**src/rtl/potbank_pkg.sv**
```systemverilog
package potbank_pkg;

  typedef enum logic [2:0] {
    PB_OP_READ      = 3'd0,
    PB_OP_WRITE     = 3'd1,
    PB_OP_REG2WIP   = 3'd2,
    PB_OP_WIP2REG   = 3'd3,
    PB_OP_G_REG2WIP = 3'd4,
    PB_OP_G_WIP2REG = 3'd5
  } pb_op_e;

  function automatic logic pb_is_nv(input logic [2:0] op);
    return (op == PB_OP_WRITE) || (op == PB_OP_WIP2REG) || (op == PB_OP_G_WIP2REG);
  endfunction

  function automatic logic pb_is_load(input logic [2:0] op);
    return (op == PB_OP_REG2WIP) || (op == PB_OP_G_REG2WIP);
  endfunction

endpackage

```
**src/rtl/potbank_regs.sv**
```systemverilog
module potbank_regs #(
  parameter int WIDTH = 6,
  parameter int DEPTH = 4,
  parameter int IDX_W = 2,
  parameter logic [DEPTH*WIDTH-1:0] INIT = '0
) (
  input  logic             clk,
  input  logic             rst_n,
  input  logic             wr_en,
  input  logic [IDX_W-1:0] wr_idx,
  input  logic [WIDTH-1:0] wr_data,
  input  logic [IDX_W-1:0] rd_idx,
  output logic [WIDTH-1:0] rd_data
);

  logic [WIDTH-1:0] cell_q [DEPTH];

  for (genvar i = 0; i < DEPTH; i++) begin : g_cell
    logic cell_we;
    assign cell_we = wr_en && (wr_idx == IDX_W'(i));

    always_ff @(posedge clk or negedge rst_n) begin
      if (!rst_n) begin
        cell_q[i] <= INIT[i*WIDTH +: WIDTH];
      end else if (cell_we) begin
        cell_q[i] <= wr_data;
      end
    end
  end

  assign rd_data = cell_q[rd_idx];

endmodule

```
**src/rtl/potbank_nvtimer.sv**
```systemverilog
module potbank_nvtimer #(
  parameter int CYCLES = 64
) (
  input  logic clk,
  input  logic rst_n,
  input  logic start,
  output logic busy,
  output logic done
);

  localparam int CNT_W = $clog2(CYCLES + 1);

  logic             busy_q, busy_d;
  logic [CNT_W-1:0] cnt_q, cnt_d;
  logic             cnt_en;

  always_comb begin
    busy_d = busy_q;
    cnt_d  = cnt_q;
    cnt_en = 1'b0;
    if (!busy_q) begin
      if (start) begin
        busy_d = 1'b1;
        cnt_d  = CNT_W'(CYCLES - 1);
        cnt_en = 1'b1;
      end
    end else if (cnt_q == '0) begin
      busy_d = 1'b0;
    end else begin
      cnt_d  = cnt_q - 1'b1;
      cnt_en = 1'b1;
    end
  end

  always_ff @(posedge clk or negedge rst_n) begin
    if (!rst_n) begin
      busy_q <= 1'b0;
    end else begin
      busy_q <= busy_d;
    end
  end

  always_ff @(posedge clk or negedge rst_n) begin
    if (!rst_n) begin
      cnt_q <= '0;
    end else if (cnt_en) begin
      cnt_q <= cnt_d;
    end
  end

  assign busy = busy_q;
  assign done = busy_q && (cnt_q == '0);

endmodule

```
**src/rtl/potbank_xfer.sv**
```systemverilog
module potbank_xfer
  import potbank_pkg::*;
#(
  parameter int NUM_POTS  = 2,
  parameter int WIPER_W   = 6,
  parameter int NUM_REGS  = 4,
  parameter int WR_CYCLES = 64,
  parameter logic [NUM_POTS*NUM_REGS*WIPER_W-1:0] INIT_REGS = '0,
  localparam int POT_W = (NUM_POTS > 1) ? $clog2(NUM_POTS) : 1,
  localparam int REG_W = (NUM_REGS > 1) ? $clog2(NUM_REGS) : 1
) (
  input  logic                        clk,
  input  logic                        rst_n,
  input  logic                        cmd_valid,
  input  logic [2:0]                  cmd_op,
  input  logic [POT_W-1:0]            cmd_pot,
  input  logic [REG_W-1:0]            cmd_reg,
  input  logic [WIPER_W-1:0]          cmd_wdata,
  input  logic [NUM_POTS*WIPER_W-1:0] wip_cur,
  output logic                        rd_valid,
  output logic [WIPER_W-1:0]          rd_data,
  output logic [NUM_POTS-1:0]         ld_req,
  output logic [NUM_POTS*WIPER_W-1:0] ld_val,
  output logic                        busy
);

  localparam int BANK_BITS = NUM_REGS * WIPER_W;

  logic accept;
  logic op_read, op_write, op_r2w, op_w2r, op_gr2w, op_gw2r;
  logic nv_start, nv_busy, nv_done;

  logic [WIPER_W-1:0] rd_pot [NUM_POTS];

  logic [REG_W-1:0]   pend_idx_q;
  logic               rd_valid_q, rd_valid_d;
  logic [WIPER_W-1:0] rd_data_q, rd_data_d;
  logic               rd_en;

  // command decode
  always_comb begin
    accept   = cmd_valid && !nv_busy;
    op_read  = (cmd_op == PB_OP_READ);
    op_write = (cmd_op == PB_OP_WRITE);
    op_r2w   = (cmd_op == PB_OP_REG2WIP);
    op_w2r   = (cmd_op == PB_OP_WIP2REG);
    op_gr2w  = (cmd_op == PB_OP_G_REG2WIP);
    op_gw2r  = (cmd_op == PB_OP_G_WIP2REG);
    nv_start = accept && pb_is_nv(cmd_op);
  end

  potbank_nvtimer #(
    .CYCLES (WR_CYCLES)
  ) nvtimer_i (
    .clk   (clk),
    .rst_n (rst_n),
    .start (nv_start),
    .busy  (nv_busy),
    .done  (nv_done)
  );

  // per-pot storage, pending write and load path
  for (genvar p = 0; p < NUM_POTS; p++) begin : g_pot
    logic               pot_sel;
    logic               pend_we_q, pend_we_d;
    logic [WIPER_W-1:0] pend_dat_q, pend_dat_d;
    logic               ld_q, ld_d;
    logic [WIPER_W-1:0] ldv_q;
    logic [WIPER_W-1:0] rd_w;

    potbank_regs #(
      .WIDTH (WIPER_W),
      .DEPTH (NUM_REGS),
      .IDX_W (REG_W),
      .INIT  (INIT_REGS[p*BANK_BITS +: BANK_BITS])
    ) regs_i (
      .clk     (clk),
      .rst_n   (rst_n),
      .wr_en   (nv_done && pend_we_q),
      .wr_idx  (pend_idx_q),
      .wr_data (pend_dat_q),
      .rd_idx  (cmd_reg),
      .rd_data (rd_w)
    );

    always_comb begin
      pot_sel    = (cmd_pot == POT_W'(p));
      pend_we_d  = ((op_write || op_w2r) && pot_sel) || op_gw2r;
      pend_dat_d = op_write ? cmd_wdata : wip_cur[p*WIPER_W +: WIPER_W];
      ld_d       = accept && ((op_r2w && pot_sel) || op_gr2w);
    end

    always_ff @(posedge clk or negedge rst_n) begin
      if (!rst_n) begin
        pend_we_q  <= 1'b0;
        pend_dat_q <= '0;
      end else if (nv_start) begin
        pend_we_q  <= pend_we_d;
        pend_dat_q <= pend_dat_d;
      end
    end

    always_ff @(posedge clk or negedge rst_n) begin
      if (!rst_n) begin
        ld_q <= 1'b1;
      end else begin
        ld_q <= ld_d;
      end
    end

    always_ff @(posedge clk or negedge rst_n) begin
      if (!rst_n) begin
        ldv_q <= INIT_REGS[p*BANK_BITS +: WIPER_W];
      end else if (ld_d) begin
        ldv_q <= rd_w;
      end
    end

    assign rd_pot[p]                     = rd_w;
    assign ld_req[p]                     = ld_q;
    assign ld_val[p*WIPER_W +: WIPER_W] = ldv_q;
  end

  // read return path
  always_comb begin
    rd_en      = accept && op_read;
    rd_valid_d = rd_en;
    rd_data_d  = rd_pot[cmd_pot];
  end

  always_ff @(posedge clk or negedge rst_n) begin
    if (!rst_n) begin
      pend_idx_q <= '0;
    end else if (nv_start) begin
      pend_idx_q <= cmd_reg;
    end
  end

  always_ff @(posedge clk or negedge rst_n) begin
    if (!rst_n) begin
      rd_valid_q <= 1'b0;
    end else begin
      rd_valid_q <= rd_valid_d;
    end
  end

  always_ff @(posedge clk or negedge rst_n) begin
    if (!rst_n) begin
      rd_data_q <= '0;
    end else if (rd_en) begin
      rd_data_q <= rd_data_d;
    end
  end

  assign rd_valid = rd_valid_q;
  assign rd_data  = rd_data_q;
  assign busy     = nv_busy;

endmodule

```
**config.mk**
```make
export PLATFORM = sky130hd
export DESIGN_NAME = potbank_xfer
export DESIGN_NICKNAME = d
export VERILOG_FILES = /design/src/rtl/potbank_pkg.sv /design/src/rtl/potbank_regs.sv /design/src/rtl/potbank_nvtimer.sv /design/src/rtl/potbank_xfer.sv
export SDC_FILE = /design/constraint.sdc
export NUM_CORES = 1
export LEC_CHECK = 0
export ABC_AREA = 1
export ABC_CLOCK_PERIOD_IN_PS = 3810
export CAP_MARGIN = 0
export CORE_MARGIN = 1
export CORE_UTILIZATION = 55
export CTS_CLUSTER_DIAMETER = 30
export DETAILED_ROUTE_END_ITERATION = 8
export DONT_BUFFER_PORTS = 1
export GPL_TIMING_DRIVEN = 0
export HOLD_SLACK_MARGIN = 0.1
export PLACE_DENSITY = 0.7
export SYNTH_ARGS = -nofsm -noshare
export SYNTH_HDL_FRONTEND = slang
export SYNTH_SLANG_ARGS = --single-unit
```
**constraint.sdc**
```tcl
create_clock -name clk -period 3.81 [get_ports clk]
set_clock_uncertainty 0.05 [all_clocks]
set_input_delay 0.762 -clock clk [delete_from_list [all_inputs] [get_ports clk]]
set_output_delay 0.762 -clock clk [all_outputs]
set_load 0.03 [all_outputs]
```
## Word-level counts from Yosys, hierarchy flattened

Cells that the tools add are included.

- Flip-flop bits (word level): 93
- Bits of input ports: 27
- Word-level logic and storage cells: 85

- $add $sub $neg: 1
- $lt $le $gt $ge: 2
- Equality and inequality tests: 9
- Multiplexer cells: 17
- Bitwise operators: 3
- Reduce and logical (&&, ||, !) cells: 32

Operator list:

| operator | number |
|---|---|
| $mux 6 | 9 |
| $bmux 6 s2 | 2 |
| $mux 7 | 3 |
| $logic_and 1x1->1 | 20 |
| $logic_not 7->1 | 1 |
| $sub 7x1->7 const B | 1 |
| $eq 3x2->1 const B | 2 |
| $eq 3x3->1 const B | 2 |
| $logic_or 1x1->1 | 6 |
| $eq 2x2->1 const B | 2 |
| $eq 3x1->1 const B | 1 |
| $ge 3x3->1 const B | 1 |
| $logic_not 3->1 | 1 |
| $mux 1 | 3 |
| $not 2->3 | 1 |
| $reduce_and 3->1 | 1 |
| $eq 2x1->1 const B | 1 |
| $ge 2x2->1 const B | 1 |
| $logic_not 2->1 | 1 |
| $ne 2x2->1 const B | 1 |
| $not 1->2 | 1 |
| $reduce_bool 2->1 | 1 |
| $logic_not 1->1 | 1 |
| $not 1->1 | 1 |

## Longest topological paths before layout

Gate-level depths: netlist (run 1).

- Word-level depth: 7
- Gate-level depth with buffers: 10
- Depth with buffers taken out: 10

## Modules after synthesis

A second synthesis (run 1) with hierarchy kept.

- Cell total of the unflattened synthesis: 637
- Area total of the unflattened synthesis: 5018.6 µm²

By module, submodules not included:

| module | instances | cells each | area an instance (µm²) | sequential area each (µm²) |
|---|---|---|---|---|
| potbank_regs | 2 | 179 | 1358.8 | 600.6 |
| potbank_xfer | 1 | 213 | 1712.9 | 928.4 |
| potbank_nvtimer | 1 | 66 | 588.1 | 200.2 |

## Least setup slack after synthesis (run 1)

OpenSTA, ideal clock, no wires.

- Path type: input port to flip-flop
- Start point: input cmd_pot
- End point: register g_pot[1].ldv_q[0]
- Library setup time: 0.118 ns
- Arrival time: 1.550 ns
- Path slack: 2.092 ns
- Stages on the path: 6
- Path through: buf_2 > inv_1 > o21ai_2 > nand2_2 > nand2_1 > nand2_1

- Cells in the longest elaborated chain, start to end: 3

RTL lines:

| element | RTL line | text |
|---|---|---|
| from (decl) | potbank_xfer.sv:16 | `input logic [POT_W-1:0] cmd_pot,` |
| $logic_and 1x1->1 | potbank_xfer.sv:90 | `ld_d = accept && ((op_r2w && pot_sel) \|\| op_gr2w);` |
| $logic_or 1x1->1 | potbank_xfer.sv:90 |  |
| $logic_and 1x1->1 | potbank_xfer.sv:90 |  |
| to (signal assigned) | potbank_xfer.sv:113 | `ldv_q <= INIT_REGS[p*BANK_BITS +: WIPER_W];` |
| to (signal assigned) | potbank_xfer.sv:115 | `ldv_q <= rd_w;` |
| to (decl) | potbank_xfer.sv:68 | `logic [WIPER_W-1:0] ldv_q;` |

No other way between the ends.
A chain may end at the register's enable or synchronous reset.

## Final worst setup path (run 1)

- Start point: register nvtimer_i.busy_q (netlist: nvtimer_i.busy)
- End point: register g_pot[0].regs_i.cell_q[23] (netlist bit)

- Cells in the longest elaborated chain, start to end: 3

RTL lines:

| element | RTL line | text |
|---|---|---|
| from (decl) | potbank_nvtimer.sv:13 | `logic busy_q, busy_d;` |
| from (signal assigned) | potbank_nvtimer.sv:39 | `busy_q <= busy_d;` |
| $logic_and 1x1->1 | potbank_nvtimer.sv:52 | `assign done = busy_q && (cnt_q == '0);` |
| $logic_and 1x1->1 | potbank_xfer.sv:79 | `.wr_en (nv_done && pend_we_q),` |
| $logic_and 1x1->1 | potbank_regs.sv:20 | `assign cell_we = wr_en && (wr_idx == IDX_W'(i));` |
| to (signal, indexed assignment) | potbank_regs.sv:24 | `cell_q[i] <= INIT[i*WIDTH +: WIDTH];` |
| to (signal, indexed assignment) | potbank_regs.sv:26 | `cell_q[i] <= wr_data;` |
| to (decl) | potbank_regs.sv:16 | `logic [WIDTH-1:0] cell_q [DEPTH];` |

No other way between the ends.

==> key figures, run 1 <==
Run status
  • Status: finished clean

Worst hold path
  • Hold Crit Class: in -> async

Logic synthesis
  • Syn nets: 620
  • Synth Area in XOR/XNOR: 0%
  • Synth unique cells: 23
  • Gate Count Post-Synth: between 500 and 600
  • Avg Cell Area, Syn: roughly 7.8 um^2
  • Sequential area share after synthesis: a little over 50%
  • Synth Area in Adders: 0.545%
  • Synth Area in Compound Gates: 2.45%
  • Post-Synth Simple-Gate Area: between 30% and 40%
  • Mux share of post-synthesis cell area: 0%
  • Post-Syn Area: 4590 um^2
  • Top cell type's share of synthesized area: 49.6%
  • Largest family of logic cells by synthesized area: simple AND/OR/NAND/NOR gates
  • Yosys warnings: 0
  • Area leader, netlist: dfrtp_1
  • Seq cells post-synth: 93
  • Synth top area cells: dfrtp_1 (50%), nand2_1 (21%), nand4_1 (9.4%)

Placement
  • Gp weighted congestion: 0.891
  • Detailed placer's ending HPWL: about 8.2 mm
  • PortBufs: 0
  • Area after DPL: ~4700 um^2

Routing
  • Post-route DRC: 0
  • DRT iter0 DRCs: 335
  • 1st-pass router iterations: 5
  • Vias: around 4100
  • WL/cell: 16.1 um
  • Final antenna-violating net count: 0
  • Routed WL: 11.4 mm
  • Via density: approximately 5.7

Critical path
  • CP Data Required Time: 4020 ps
  • Reg2Reg Depth: 4
  • CP max FO: 10
  • Worst setup path class: reg -> reg
  • Worst r2r dst: g_pot[0].regs_i.cell_q[23]
  • CP Capture Type: register
  • WP data arrival: 2120 ps
  • Launch point of the worst reg-to-reg path: nvtimer_i.busy
  • Startpoint Class: register
  • Reg2Reg Setup Slack: around 1900 ps

Floorplanning
  • Die X: 93.4 um
  • Boundary Pins: slightly below 50
  • Core ar.: 7890 um^2
  • Die H: between 90 and 100 um
  • Area of the die: 8720 um^2
  • Rows: 32
  • Starting Density: 58.2%

STA
  • Max_slew headroom: 63.9%
  • Total negative setup slack: 0 ps
  • RSZ-0062 raised after global routing: false
  • Slew @ Worst Pin: 541 ps
  • Max Clk Rate: 523 MHz
  • Slew Viols, Final: 0
  • Hold Violations, Final: 0
  • Fin Hold WS: 177 ps
  • Final setup viols: 0
  • Minimum clock period: 1910 ps
  • Final Cycle Share: 50.2%

CTS
  • Total clock sinks: 93
  • Clock Tree Root: clkbuf_8
  • CTS tree: done
  • Clk pin slew, worst setup/hold paths: 100 ps
  • H-tree depth: 3
  • PostCTS Resize Cnt: 0
  • Skew-Pair Late Insertion Delay: approximately 360 ps
  • Deepest clock path buffer count: 2
  • CTS Buf Count: 9

Global route
  • Vias in the first global route: 3867
  • Initial antenna violation count: 0
  • First-pass GRT wire length: 19.1 mm
  • Largest net degree at the start of global routing: 92
  • Total GRT Usage: 28.5%
  • Remaining global-route overflow: 0

Finish
  • Ant diodes: 0
  • Commonest non-fill, non-tap cell in the layout: nand2_1
  • Share of layout cells above drive strength 1: 9.38%
  • Net count, final: 632
  • Final instance area: 5010 um^2
  • Most frequent cells in the layout: nand2_1 (261), dfrtp_1 (91), nand4_1 (69)
  • Final Util: 63.5%
  • Syn-to-layout area delta: 9.07%

Pwr
  • Total power: 1920 uW
  • VDD IR max: 0.212 mV
  • Power Density: 383 nW/um^2
  • Leakage: 0.00273 uW

Run
  • Max_cap viols: 0
## cell families (layout without fill, tap and decap cells)
logic type               count (synthesis)  count (layout)
AND/OR/NAND/NOR                        408             408
flip-flops                              93              93
adder cells (fa/ha/maj)                  2               2
buffers and inverters                   67              84
AO/OA/AOI/OAI                           21              21
## cell usage after synthesis
cell type	count
nor2_2	1
o21ai_2	2
nand2_2	4
nor2_4	3
o21ai_0	18
buf_4	3
inv_1	30
o21ai_1	1
clkbuf_2	1
nand2_1	261
nand3_2	2
ha_1	2
buf_1	1
dfstp_2	2
nand3_1	48
dfrtp_1	91
nor2_1	19
buf_6	3
nor3_4	1
clkbuf_1	10
buf_2	13
nand4_1	69
inv_2	6
## sequential cells by signal, indices dropped and copies added, names as in the netlist
signal	count
g_pot.ld_q	2
g_pot.ldv_q	12
g_pot.pend_dat_q	12
g_pot.pend_we_q	2
g_pot.regs_i.cell_q	48
nvtimer_i.busy	1
nvtimer_i.cnt_q	7
pend_idx_q	2
rd_data	6
rd_valid	1
## worst max-delay path, cell delays in order (launching register included)
cell      delay [ps]
dfrtp_1          690
clkbuf_1         440
nand4_1          420
nand2_1          160
nand2_1           60
## worst max path at each step
stage / start / end / slack (ps) / cells past startpoint
after detailed placement: cmd_reg[1] / rd_data[0] / 1850 / 7
final: nvtimer_i.busy / g_pot[0].regs_i.cell_q[23] / 1900 / 4
after global placement: cmd_reg[1] / rd_data[3] / 1860 / 7
after floorplan: cmd_pot / g_pot[1].ldv_q[0] / 2090 / 6
after global routing: nvtimer_i.busy / g_pot[0].regs_i.cell_q[21] / 1750 / 4
after CTS: nvtimer_i.busy / g_pot[0].regs_i.cell_q[23] / 1900 / 4
## cell type report
class	instances	area [um^2]
multi-input cells	431	1960
well taps	102	128
fillers	708	2880
flip-flops and latches	93	2330
plain buffers	31	168
clock inverters	6	134
clock buffers	10	128
repair buffers	1	27.5
inverters	36	135
## timing repair
item                                   4_1_cts  5_1_grt
endpoints found under the hold margin       91        0
buffers inserted                             0        0
hold buffers                                 1        0
## report_power, final
group	total (uW)	internal [uW]	switching, uW
Combinational	77.9	19.2	58.6
Sequential	986	986	0
Clock	855	504	351
## metrics by stage
step	setup slack (ps)	std cells
floorplan	2090	591
global placement	1860	693
detailed placement	1850	693
CTS	1900	710
global route	1750	710
finish	1900	710
## layer usage
metal	global-route usage, %	share of wire, %	up-vias
met5	0	0	-
met4	11.5	2.3	0
met3	4.96	7.3	20
met2	44.9	46	162
met1	39.0	44	1905
li1	-	-	1964
No activity file was read; power rests on OpenSTA's default activity.
==> inputs of run 2 (changes only) <==
--- a/config.mk
+++ b/config.mk
@@ -6,7 +6,7 @@
 export NUM_CORES = 1
 export LEC_CHECK = 0
 export ABC_AREA = 1
-export ABC_CLOCK_PERIOD_IN_PS = 3810
+export ABC_CLOCK_PERIOD_IN_PS = 1800
 export CAP_MARGIN = 0
 export CORE_MARGIN = 1
 export CORE_UTILIZATION = 55
==> constraint.sdc (replaced) <==
create_clock -name clk -period 1.8 [get_ports clk]
set_clock_uncertainty 0.05 [all_clocks]
set_input_delay 0.36 -clock clk [delete_from_list [all_inputs] [get_ports clk]]
set_output_delay 0.36 -clock clk [all_outputs]
set_load 0.03 [all_outputs]
==> run 2 against run 1 <==
The flow now finishes with violations (hold timing). Non-clock buffer count grew 6. First-iteration DRC count shrank 10%. Sequential share of layout area shrank 0.36 points. Via count grew 0.20%. Critical path depth grew 6. Critical endpoint is now g_pot[0].regs_i.cell_q[19].
==> key figures, run 2 (synthesis results as in run 1) <==
Run status
  • Status: finished with violations (was finished clean)
  • Violations in the final reports: hold timing

Finish
  • Commonest non-fill, non-tap cell in the layout: nand2_1 (unchanged)
  • Ant diodes: 0 (unchanged)
  • Final instance area: 5050 um^2 (was 5010 um^2)
  • Syn-to-layout area delta: 9.97% (was 9.07%)
  • Max reg flops: 48 (unchanged)
  • Top reg by flops: g_pot.regs_i.cell_q (unchanged)
  • Most frequent cells in the layout: nand2_1 (261), dfrtp_1 (90), nand4_1 (69) (was nand2_1 (261), dfrtp_1 (91), nand4_1 (69))
  • Register area: 2330 um^2 (about the same)
  • Multi-input logic area: 1970 um^2 (was 1960 um^2)
  • Share of layout cells above drive strength 1: 11.1% (was 9.38%)
  • Net count, final: 638 (was 632)
  • FILL cells: 697 (was 708)
  • Top Registers: g_pot.regs_i.cell_q: 48 flops, g_pot.ldv_q: 12 flops, g_pot.pend_dat_q: 12 flops (unchanged)

Critical path
  • WP data arrival: 1940 ps (was 2120 ps)
  • Launch point of the worst reg-to-reg path: nvtimer_i.cnt_q[1] (was nvtimer_i.busy)
  • Worst r2r dst: g_pot[0].regs_i.cell_q[19] (was g_pot[0].regs_i.cell_q[23])
  • Worst setup path class: reg -> reg (unchanged)
  • Startpoint Class: register (unchanged)
  • Reg2Reg Depth: 10 (was 4)
  • CP max FO: 10 (unchanged)
  • CP Data Required Time: 2060 ps (was 4020 ps)
  • CP Capture Type: register (unchanged)
  • Reg2Reg Setup Slack: 120 ps (was 1900 ps)

STA
  • Hold Violations, Final: 93 (was 0)
  • Minimum clock period: 1680 ps (was 1910 ps)
  • Max Clk Rate: 596 MHz (was 523 MHz)
  • Worst setup margin: 122 ps (was 1900 ps)
  • RSZ-0062 raised after global routing: false (unchanged)
  • Max_slew headroom: 61.7% (was 63.9%)
  • Slew @ Worst Pin: 574 ps (was 541 ps)
  • Final Cycle Share: 93.2% (was 50.2%)
  • Total negative setup slack: 0 ps (unchanged)
  • Fin Hold WS: -376 ps (was 177 ps)
  • Final setup viols: 0 (unchanged)
  • Slew Viols, Final: 0 (unchanged)

CTS
  • CTS tree: done (unchanged)
  • H-tree depth: 3 (unchanged)
  • Skew-Pair Late Insertion Delay: 360 ps (about the same)
  • Total clock sinks: 93 (unchanged)
  • Deepest clock path buffer count: 2 (unchanged)
  • Clk pin slew, worst setup/hold paths: 100 ps (about the same)
  • CTS Buf Count: 9 (unchanged)
  • Clock Tree Root: clkbuf_8 (unchanged)

Pwr
  • Clock share of power: 45.0% (was 44.6%)
  • Flop pwr share: 51.9% (was 51.4%)
  • Psw: 830 uW (was 410 uW)
  • Power Density: 795 nW/um^2 (was 383 nW/um^2)
  • VDD IR max: 0.446 mV (was 0.212 mV)
  • Sw frac: 20.7% (was 21.4%)
  • Combinational share of power: 3.0% (was 4.1%)
  • Leakage: 0.00276 uW (was 0.00273 uW)
  • P_int: 3190 uW (was 1510 uW)

Placement
  • Detailed placer's ending HPWL: 8.20 mm (unchanged)
  • Gp weighted congestion: 0.891 (unchanged)
  • Setup slack at placement: -103 ps (was 1850 ps)
  • Area after DPL: 4720 um^2 (unchanged)
  • PortBufs: 0 (unchanged)

Floorplanning
  • Area of the die: 8720 um^2 (unchanged)
  • Starting Density: 58.2% (unchanged)
  • Die X: 93.4 um (unchanged)
  • Die H: 93.4 um (unchanged)
  • Rows: 32 (unchanged)
  • Boundary Pins: 49 (unchanged)
  • Core ar.: 7890 um^2 (unchanged)

Global route
  • Vias in the first global route: 3864 (was 3867)
  • Largest net degree at the start of global routing: 94 (was 92)
  • Total GRT Usage: 28.2% (was 28.5%)
  • Initial antenna violation count: 0 (unchanged)
  • Remaining global-route overflow: 0 (unchanged)
  • First-pass GRT wire length: 19.0 mm (was 19.1 mm)

Routing
  • Routed WL: 11.5 mm (was 11.4 mm)
  • Post-route DRC: 0 (unchanged)
  • Final antenna-violating net count: 0 (unchanged)
  • 1st-pass router iterations: 5 (unchanged)
  • Vias: 4059 (was 4051)
  • Via density: 5.67 (was 5.71)
  • WL/cell: 16.1 um (about the same)
  • DRT iter0 DRCs: 301 (was 335)

Worst hold path
  • Hold Crit Class: in -> async (unchanged)

Run
  • Max_cap viols: 0 (unchanged)
[run 2: layout make-up]
class	instances	share of cell area, %
clock buffers	10	2.53
well taps	102	2.53
multi-input cells	431	39.0
clock inverters	6	2.65
repair buffers	7	1.04
inverters	36	2.67
flip-flops and latches	93	46.1
plain buffers	31	3.42
[run 2: worst max path at each step]
stage | start | to | cells after the start | slack [ps]
2_1_floorplan | nvtimer_i.cnt_q[0] | g_pot[0].regs_i.cell_q[12] | 10 | 320
3_3_place_gp | nvtimer_i.busy | g_pot[0].regs_i.cell_q[21] | 4 | -60
3_5_place_dp | nvtimer_i.busy | g_pot[0].regs_i.cell_q[18] | 4 | -100
4_1_cts | nvtimer_i.busy | g_pot[0].regs_i.cell_q[23] | 4 | 40
5_1_grt | nvtimer_i.cnt_q[1] | g_pot[0].regs_i.cell_q[19] | 10 | 5
6_report | nvtimer_i.cnt_q[1] | g_pot[0].regs_i.cell_q[19] | 10 | 120
[run 2: power by group through the flow]
| stage | Clock (uW) | Combinational, uW | Sequential [uW] |
|---|---|---|---|
| 4_1_cts | 1820 | 119 | 2090 |
| 3_5_place_dp | 0 | 118 | 2130 |
| 6_report | 1810 | 122 | 2090 |
| 2_1_floorplan | 0 | 87.4 | 2130 |
| 3_3_place_gp | 0 | 117 | 2130 |
| 5_1_grt | 1920 | 135 | 2090 |
[run 2: metrics by stage]
stage	power, uW	std cells	util (%)	hold slack [ps]
6_report	4020	716	64.1	-376
5_1_grt	4140	716	64.1	-387
4_1_cts	4020	709	63.2	-374
3_5_place_dp	2250	693	59.9	16.5
3_3_place_gp	2250	693	59.9	16.2
2_1_floorplan	2220	591	-	14.4
[run 2: repair_timing]
item | CTS | global route
resized for setup | 1 | 7
setup endpoints to repair | 38 | 44
pin swaps | 0 | 3
setup buffers | 0 | 7
gates cloned | 0 | 0
endpoints found under the hold margin | 93 | 93
[run 2: critical path: stages (launching register included)]
cell and delay (ps):
dfrtp_1 400, inv_2 90, ha_2 190, inv_1 40, nor2_1 110, nand3_2 120
nor2_4 140, buf_6 150, buf_8 140, nand4_1 110, nand2_1 100
[run 2: layer usage]
layer	routed length, um	vias up	GRT usage (%)
met5	0	-	0
met4	299	0	11.8
li1	-	1982	-
met1	5310	1881	38.8
met3	730	25	4.88
met2	5180	171	44.2
